<file path="src/rtl/regbusy_pkg.sv">
package regbusy_pkg;
  localparam int IDX_W = 4;

  typedef struct packed {
    logic             vld;
    logic             wr;
    logic [IDX_W-1:0] dst;
    logic             ld;
  } stageTag_t;

  typedef struct packed {
    logic issue;
    logic bubble;
  } ctlStrobe_t;
endpackage

</file>
<file path="src/rtl/regbusy_track.sv">
module regbusy_track
  import regbusy_pkg::*;
#(
  parameter int NUM_INFLIGHT = 4
) (
  input  logic                          clk,
  input  logic                          rst_n,
  input  ctlStrobe_t                    strobe,
  input  logic                          dsDestWr,
  input  logic [IDX_W-1:0]              dsDestReg,
  input  logic                          dsDestFromLoad,
  output stageTag_t [NUM_INFLIGHT-1:0]  stages
);
  stageTag_t [NUM_INFLIGHT-1:0] stageQ;
  stageTag_t                    entryTag;

  always_comb begin
    entryTag     = '0;
    entryTag.vld = strobe.issue & ~strobe.bubble;
    entryTag.wr  = entryTag.vld & dsDestWr;
    entryTag.dst = dsDestReg;
    entryTag.ld  = dsDestFromLoad;
  end

  always_ff @(posedge clk or negedge rst_n) begin
    if (!rst_n) stageQ[0] <= '0;
    else        stageQ[0] <= entryTag;
  end

  for (genvar s = 1; s < NUM_INFLIGHT; s++) begin : gShift
    always_ff @(posedge clk or negedge rst_n) begin
      if (!rst_n) stageQ[s] <= '0;
      else        stageQ[s] <= stageQ[s-1];
    end
  end

  assign stages = stageQ;
endmodule

</file>
<file path="src/rtl/regbusy_hazard.sv">
module regbusy_hazard
  import regbusy_pkg::*;
#(
  parameter int NUM_INFLIGHT   = 4,
  parameter int EXEC_AVAIL_STG = 3,
  parameter int LOAD_AVAIL_STG = 2,
  parameter int IDX_LAG        = 1
) (
  input  stageTag_t [NUM_INFLIGHT-1:0] stages,
  input  logic                         dsValid,
  input  logic                         dsBaseUse,
  input  logic [IDX_W-1:0]             dsBaseReg,
  input  logic                         dsIdxUse,
  input  logic [IDX_W-1:0]             dsIdxReg,
  input  logic                         dsBranchPair,
  input  logic                         dsMovePair,
  input  logic                         cfgBranchFoldOff,
  input  logic                         cfgMovePairOff,
  output ctlStrobe_t                   strobe,
  output logic                         stall,
  output logic                         fwdBaseOc2,
  output logic                         foldBranch,
  output logic                         foldMove
);
  localparam int STG_W = $clog2(NUM_INFLIGHT + 1);

  logic [NUM_INFLIGHT-1:0] baseHit, idxHit;
  logic                    baseFound, idxFound;
  logic [STG_W-1:0]        baseStg, idxStg;
  logic                    baseLd, idxLd;
  logic                    baseBusy, idxBusy, baseFwd;

  for (genvar s = 0; s < NUM_INFLIGHT; s++) begin : gCmp
    assign baseHit[s] = stages[s].wr && (stages[s].dst == dsBaseReg);
    assign idxHit[s]  = stages[s].wr && (stages[s].dst == dsIdxReg);
  end

  // Walk oldest to youngest so the youngest match wins.
  always_comb begin
    baseFound = 1'b0; baseStg = '0; baseLd = 1'b0;
    idxFound  = 1'b0; idxStg  = '0; idxLd  = 1'b0;
    for (int s = NUM_INFLIGHT - 1; s >= 0; s--) begin
      if (baseHit[s]) begin
        baseFound = 1'b1; baseStg = STG_W'(s); baseLd = stages[s].ld;
      end
      if (idxHit[s]) begin
        idxFound = 1'b1; idxStg = STG_W'(s); idxLd = stages[s].ld;
      end
    end
  end

  always_comb begin
    baseBusy = 1'b0;
    idxBusy  = 1'b0;
    if (dsBaseUse && baseFound)
      baseBusy = int'(baseStg) < (baseLd ? LOAD_AVAIL_STG : EXEC_AVAIL_STG);
    if (dsIdxUse && idxFound)
      idxBusy = (int'(idxStg) + IDX_LAG) < (idxLd ? LOAD_AVAIL_STG : EXEC_AVAIL_STG);
    baseFwd = dsBaseUse && baseFound && baseLd && (int'(baseStg) == LOAD_AVAIL_STG);
  end

  assign stall         = dsValid & (baseBusy | idxBusy);
  assign strobe.issue  = dsValid & ~stall;
  assign strobe.bubble = stall;
  assign fwdBaseOc2    = strobe.issue & baseFwd;
  assign foldBranch    = strobe.issue & dsBranchPair & ~cfgBranchFoldOff;
  assign foldMove      = strobe.issue & dsMovePair & ~cfgMovePairOff;
endmodule

</file>
<file path="src/rtl/regbusy_interlock.sv">
module regbusy_interlock
  import regbusy_pkg::*;
#(
  parameter int NUM_INFLIGHT   = 4,
  parameter int EXEC_AVAIL_STG = 3,
  parameter int LOAD_AVAIL_STG = 2,
  parameter int IDX_LAG        = 1
) (
  input  logic             clk,
  input  logic             rst_n,
  input  logic             dsValid,
  input  logic             dsBaseUse,
  input  logic [IDX_W-1:0] dsBaseReg,
  input  logic             dsIdxUse,
  input  logic [IDX_W-1:0] dsIdxReg,
  input  logic             dsDestWr,
  input  logic [IDX_W-1:0] dsDestReg,
  input  logic             dsDestFromLoad,
  input  logic             dsBranchPair,
  input  logic             dsMovePair,
  input  logic             cfgBranchFoldOff,
  input  logic             cfgMovePairOff,
  output logic             stall,
  output logic             fwdBaseOc2,
  output logic             oagValid,
  output logic             foldBranch,
  output logic             foldMove
);
  stageTag_t [NUM_INFLIGHT-1:0] stages;
  ctlStrobe_t                   strobe;

  regbusy_hazard #(
    .NUM_INFLIGHT(NUM_INFLIGHT), .EXEC_AVAIL_STG(EXEC_AVAIL_STG),
    .LOAD_AVAIL_STG(LOAD_AVAIL_STG), .IDX_LAG(IDX_LAG)
  ) u_ctl (
    .stages(stages), .dsValid(dsValid),
    .dsBaseUse(dsBaseUse), .dsBaseReg(dsBaseReg),
    .dsIdxUse(dsIdxUse), .dsIdxReg(dsIdxReg),
    .dsBranchPair(dsBranchPair), .dsMovePair(dsMovePair),
    .cfgBranchFoldOff(cfgBranchFoldOff), .cfgMovePairOff(cfgMovePairOff),
    .strobe(strobe), .stall(stall), .fwdBaseOc2(fwdBaseOc2),
    .foldBranch(foldBranch), .foldMove(foldMove)
  );

  regbusy_track #(.NUM_INFLIGHT(NUM_INFLIGHT)) u_dp (
    .clk(clk), .rst_n(rst_n), .strobe(strobe),
    .dsDestWr(dsDestWr), .dsDestReg(dsDestReg), .dsDestFromLoad(dsDestFromLoad),
    .stages(stages)
  );

  assign oagValid = stages[0].vld;
endmodule

</file>
<file path="config.mk">
export PLATFORM = sky130hd
export DESIGN_NAME = regbusy_interlock
export DESIGN_NICKNAME = d
export VERILOG_FILES = /design/src/rtl/regbusy_pkg.sv /design/src/rtl/regbusy_track.sv /design/src/rtl/regbusy_hazard.sv /design/src/rtl/regbusy_interlock.sv
export SDC_FILE = /design/constraint.sdc
export NUM_CORES = 1
export LEC_CHECK = 0
export BUFFER_PORTS_ARGS = -buffer_cell sky130_fd_sc_hd__buf_4
export CAP_MARGIN = 20
export CORE_MARGIN = 4
export CORE_UTILIZATION = 41
export CTS_BUF_LIST = sky130_fd_sc_hd__clkbuf_16
export DETAILED_ROUTE_END_ITERATION = 6
export PLACE_DENSITY = 0.63
export SLEW_MARGIN = 20
export SYNTH_ARGS = -nofsm -noshare
export SYNTH_HDL_FRONTEND = slang
export SYNTH_HIERARCHICAL = 1
export SYNTH_SLANG_ARGS = --single-unit
export TNS_END_PERCENT = 30
</file>
<file path="constraint.sdc">
create_clock -name clk -period 5.6 [get_ports clk]
set_input_delay 0.84 -clock clk [delete_from_list [all_inputs] [get_ports clk]]
set_output_delay 0.84 -clock clk [all_outputs]
set_load 0.01 [all_outputs]
</file>
==> impl_metrics.env <==
export IMPL_finalWeightedCongestion=0.7613
export IMPL_synthCells=98
export IMPL_wl_per_cell_um=15.41
export IMPL_slowest_delay_ps=570
export IMPL_synth_net_count=122
export IMPL_power_leakage_uw=0.0006640
export IMPL_cts_tree="done"
export IMPL_fp_coreArea_sq_um=2590
export IMPL_post_cts_buffers=0
export IMPL_slowest_stage="or4_4"
export IMPL_tightest_slew_ps=674.3
export IMPL_post_route_util_pct=56.72
export IMPL_numCtsBuffers=3
export IMPL_largest_reg_flops=25
export IMPL_grt_pass1_wl_um=3988
export IMPL_cp_num_buf_inv=2
export IMPL_min_period_over_period_pct=71.47
export IMPL_wl_um=2435
export IMPL_path_class="in -> out"
export IMPL_drtIter0Drc=22
export IMPL_path_common_cell="buf_4"
export IMPL_nFillCells=217
export IMPL_hpwl_um=1931
export IMPL_power_total_uw=404.0
export IMPL_dpl_instance_area_sq_um=1389
export IMPL_slew_headroom_pct=54.63
export IMPL_grt_setup_unrepaired="no"
export IMPL_hold_path_class="reg -> reg"
export IMPL_finClkSkew_ps=1.092
export IMPL_num_vias=842
export IMPL_critical_path_top_delay_family="compound AO/OA/AOI/OAI gates"
export IMPL_maxSlewViolCount=0
export IMPL_start_kind="primary input"
export IMPL_min_delay_start="u_dp/stages[0]"
export IMPL_min_to="u_dp/stages[7]"
export IMPL_rr_endpoint="u_dp/stages[5]"
export IMPL_hold_viol=0
export IMPL_clock_latency_ps=250
export IMPL_period_needed_ps=4002
export IMPL_syn_mean_instance_area_sq_um=11.80
export IMPL_clock_path_buffers=2
export IMPL_reg2regPathDepth=9
export IMPL_firstDrtPassIters=4
export IMPL_max_freq_ghz=0.2499
export IMPL_grt_max_degree=26
export IMPL_fin_nets=153
export IMPL_die_y_um=61.10
export IMPL_antenna_found_initial=0
export IMPL_dieArea_sq_um=3733
export IMPL_drive_gt1_share_pct=27.34
export IMPL_ioPinCount=28
export IMPL_endpoint_kind="output pin"
export IMPL_clk_pin_slew_ps=60
export IMPL_fin_setup_tns_ps=0
export IMPL_antenna_cells=0
export IMPL_start_util_pct=44.64
export IMPL_whs_path_depth=0
export IMPL_root_buffer="clkbuf_16"
export IMPL_cp_required_ps=4760
export IMPL_cts_hold_buffers_added=0
export IMPL_r2r_setup_slack_ps=2810
export IMPL_portBuffers=27
export IMPL_timing_rr_start="u_dp/stages[11]"
export IMPL_grt_overflow_total=0
export IMPL_powerDensity_nw_per_um2=275.0
export IMPL_drc=0
export IMPL_syn_to_final_growth_pct=27.06
export IMPL_path_cells="buf_4, nand2b_1, o2111ai_1, or4_4, nor3b_1, ha_1, o31a_1, a2111oi_4, o21a_1, buf_4"
export IMPL_rows=18
export IMPL_peakVddDrop_mv=0.1705
export IMPL_ctsResizeCount=0
export IMPL_synth_warnings=6
export IMPL_setup_viol=0
export IMPL_status="completed"
export IMPL_drtAntennaViolNets=0
export IMPL_viasPerCell=5.329
export IMPL_critPathArrivalTime_ps=3160
export IMPL_grt_usage_pct=14.30
export IMPL_fp_dieW_um=61.10
export IMPL_design_area_sq_um=1469
export IMPL_cap_violations=0
export IMPL_cp_max_fo=5
export IMPL_cts_sinks=25
export IMPL_synth_area_sq_um=1156
export IMPL_grt_pass1_vias=931
export IMPL_fin_hold_ws_ps=356.6
export IMPL_htree_levels=1
## per-stage QoR
stage | instances | worst slack, ps
floorplan | 98 | 1944
global placement | 154 | 1653
detailed placement | 154 | 1584
CTS | 158 | 1587
global route | 158 | 1470
finish | 158 | 1598
## worst max path at each step
stage                start  endpoint  slack [ps]  cells after the start
6_report       dsIdxReg[3]     stall        1600                     10
5_1_grt        dsIdxReg[1]     stall        1470                     11
4_1_cts        dsIdxReg[3]     stall        1590                     10
3_5_place_dp   dsIdxReg[3]     stall        1580                     10
3_3_place_gp   dsIdxReg[3]     stall        1650                     10
2_1_floorplan  dsIdxReg[0]     stall        1940                      8
## metal layers
layer | part of all wire (%) | GRT usage (%) | up-vias
met3 | 4.6 | 3.145 | 2
met2 | 49 | 22.81 | 19
met4 | 0.37 | 3.715 | 0
met1 | 46 | 19.74 | 417
li1 | - | - | 404
met5 | 0 | 0 | -
## final cells by class
class | instances | area [sq um] | area share, %
clock buffer | 3 | 75.07 | 5.111
inverter | 4 | 15.01 | 1.022
tap | 30 | 37.54 | 2.555
timing repair buffer | 27 | 202.7 | 13.80
sequential | 25 | 625.6 | 42.59
clock inverter | 1 | 5.005 | 0.3407
multi-input combinational | 68 | 508.0 | 34.58
## cells in the final DEF, fill, tap and decap left out
cell / count
nor4b_1: 1
nor4_1: 6
clkbuf_16: 3
inv_2: 1
o2111ai_1: 2
nor3_1: 3
and3b_1: 1
a22o_1: 1
nand3_1: 1
o21ai_0: 2
a2111oi_4: 1
nor2b_1: 2
xor2_1: 17
nand4_1: 1
nand2b_1: 3
inv_1: 3
clkinv_2: 1
o21a_1: 1
nand2_1: 7
a221o_2: 1
nor2_1: 3
or4_1: 1
or4_4: 1
or2b_1: 1
xnor2_1: 5
nand4b_1: 1
a21oi_1: 1
buf_4: 27
nor3b_1: 2
o31a_1: 1
and3_1: 1
dfrtp_1: 25
ha_1: 1
## where the power goes
group          switching, uW  internal (uW)
registers               8.95            191
logic                   23.1           25.7
clock network           59.7           96.0
No activity file was read; power rests on OpenSTA's default activity.
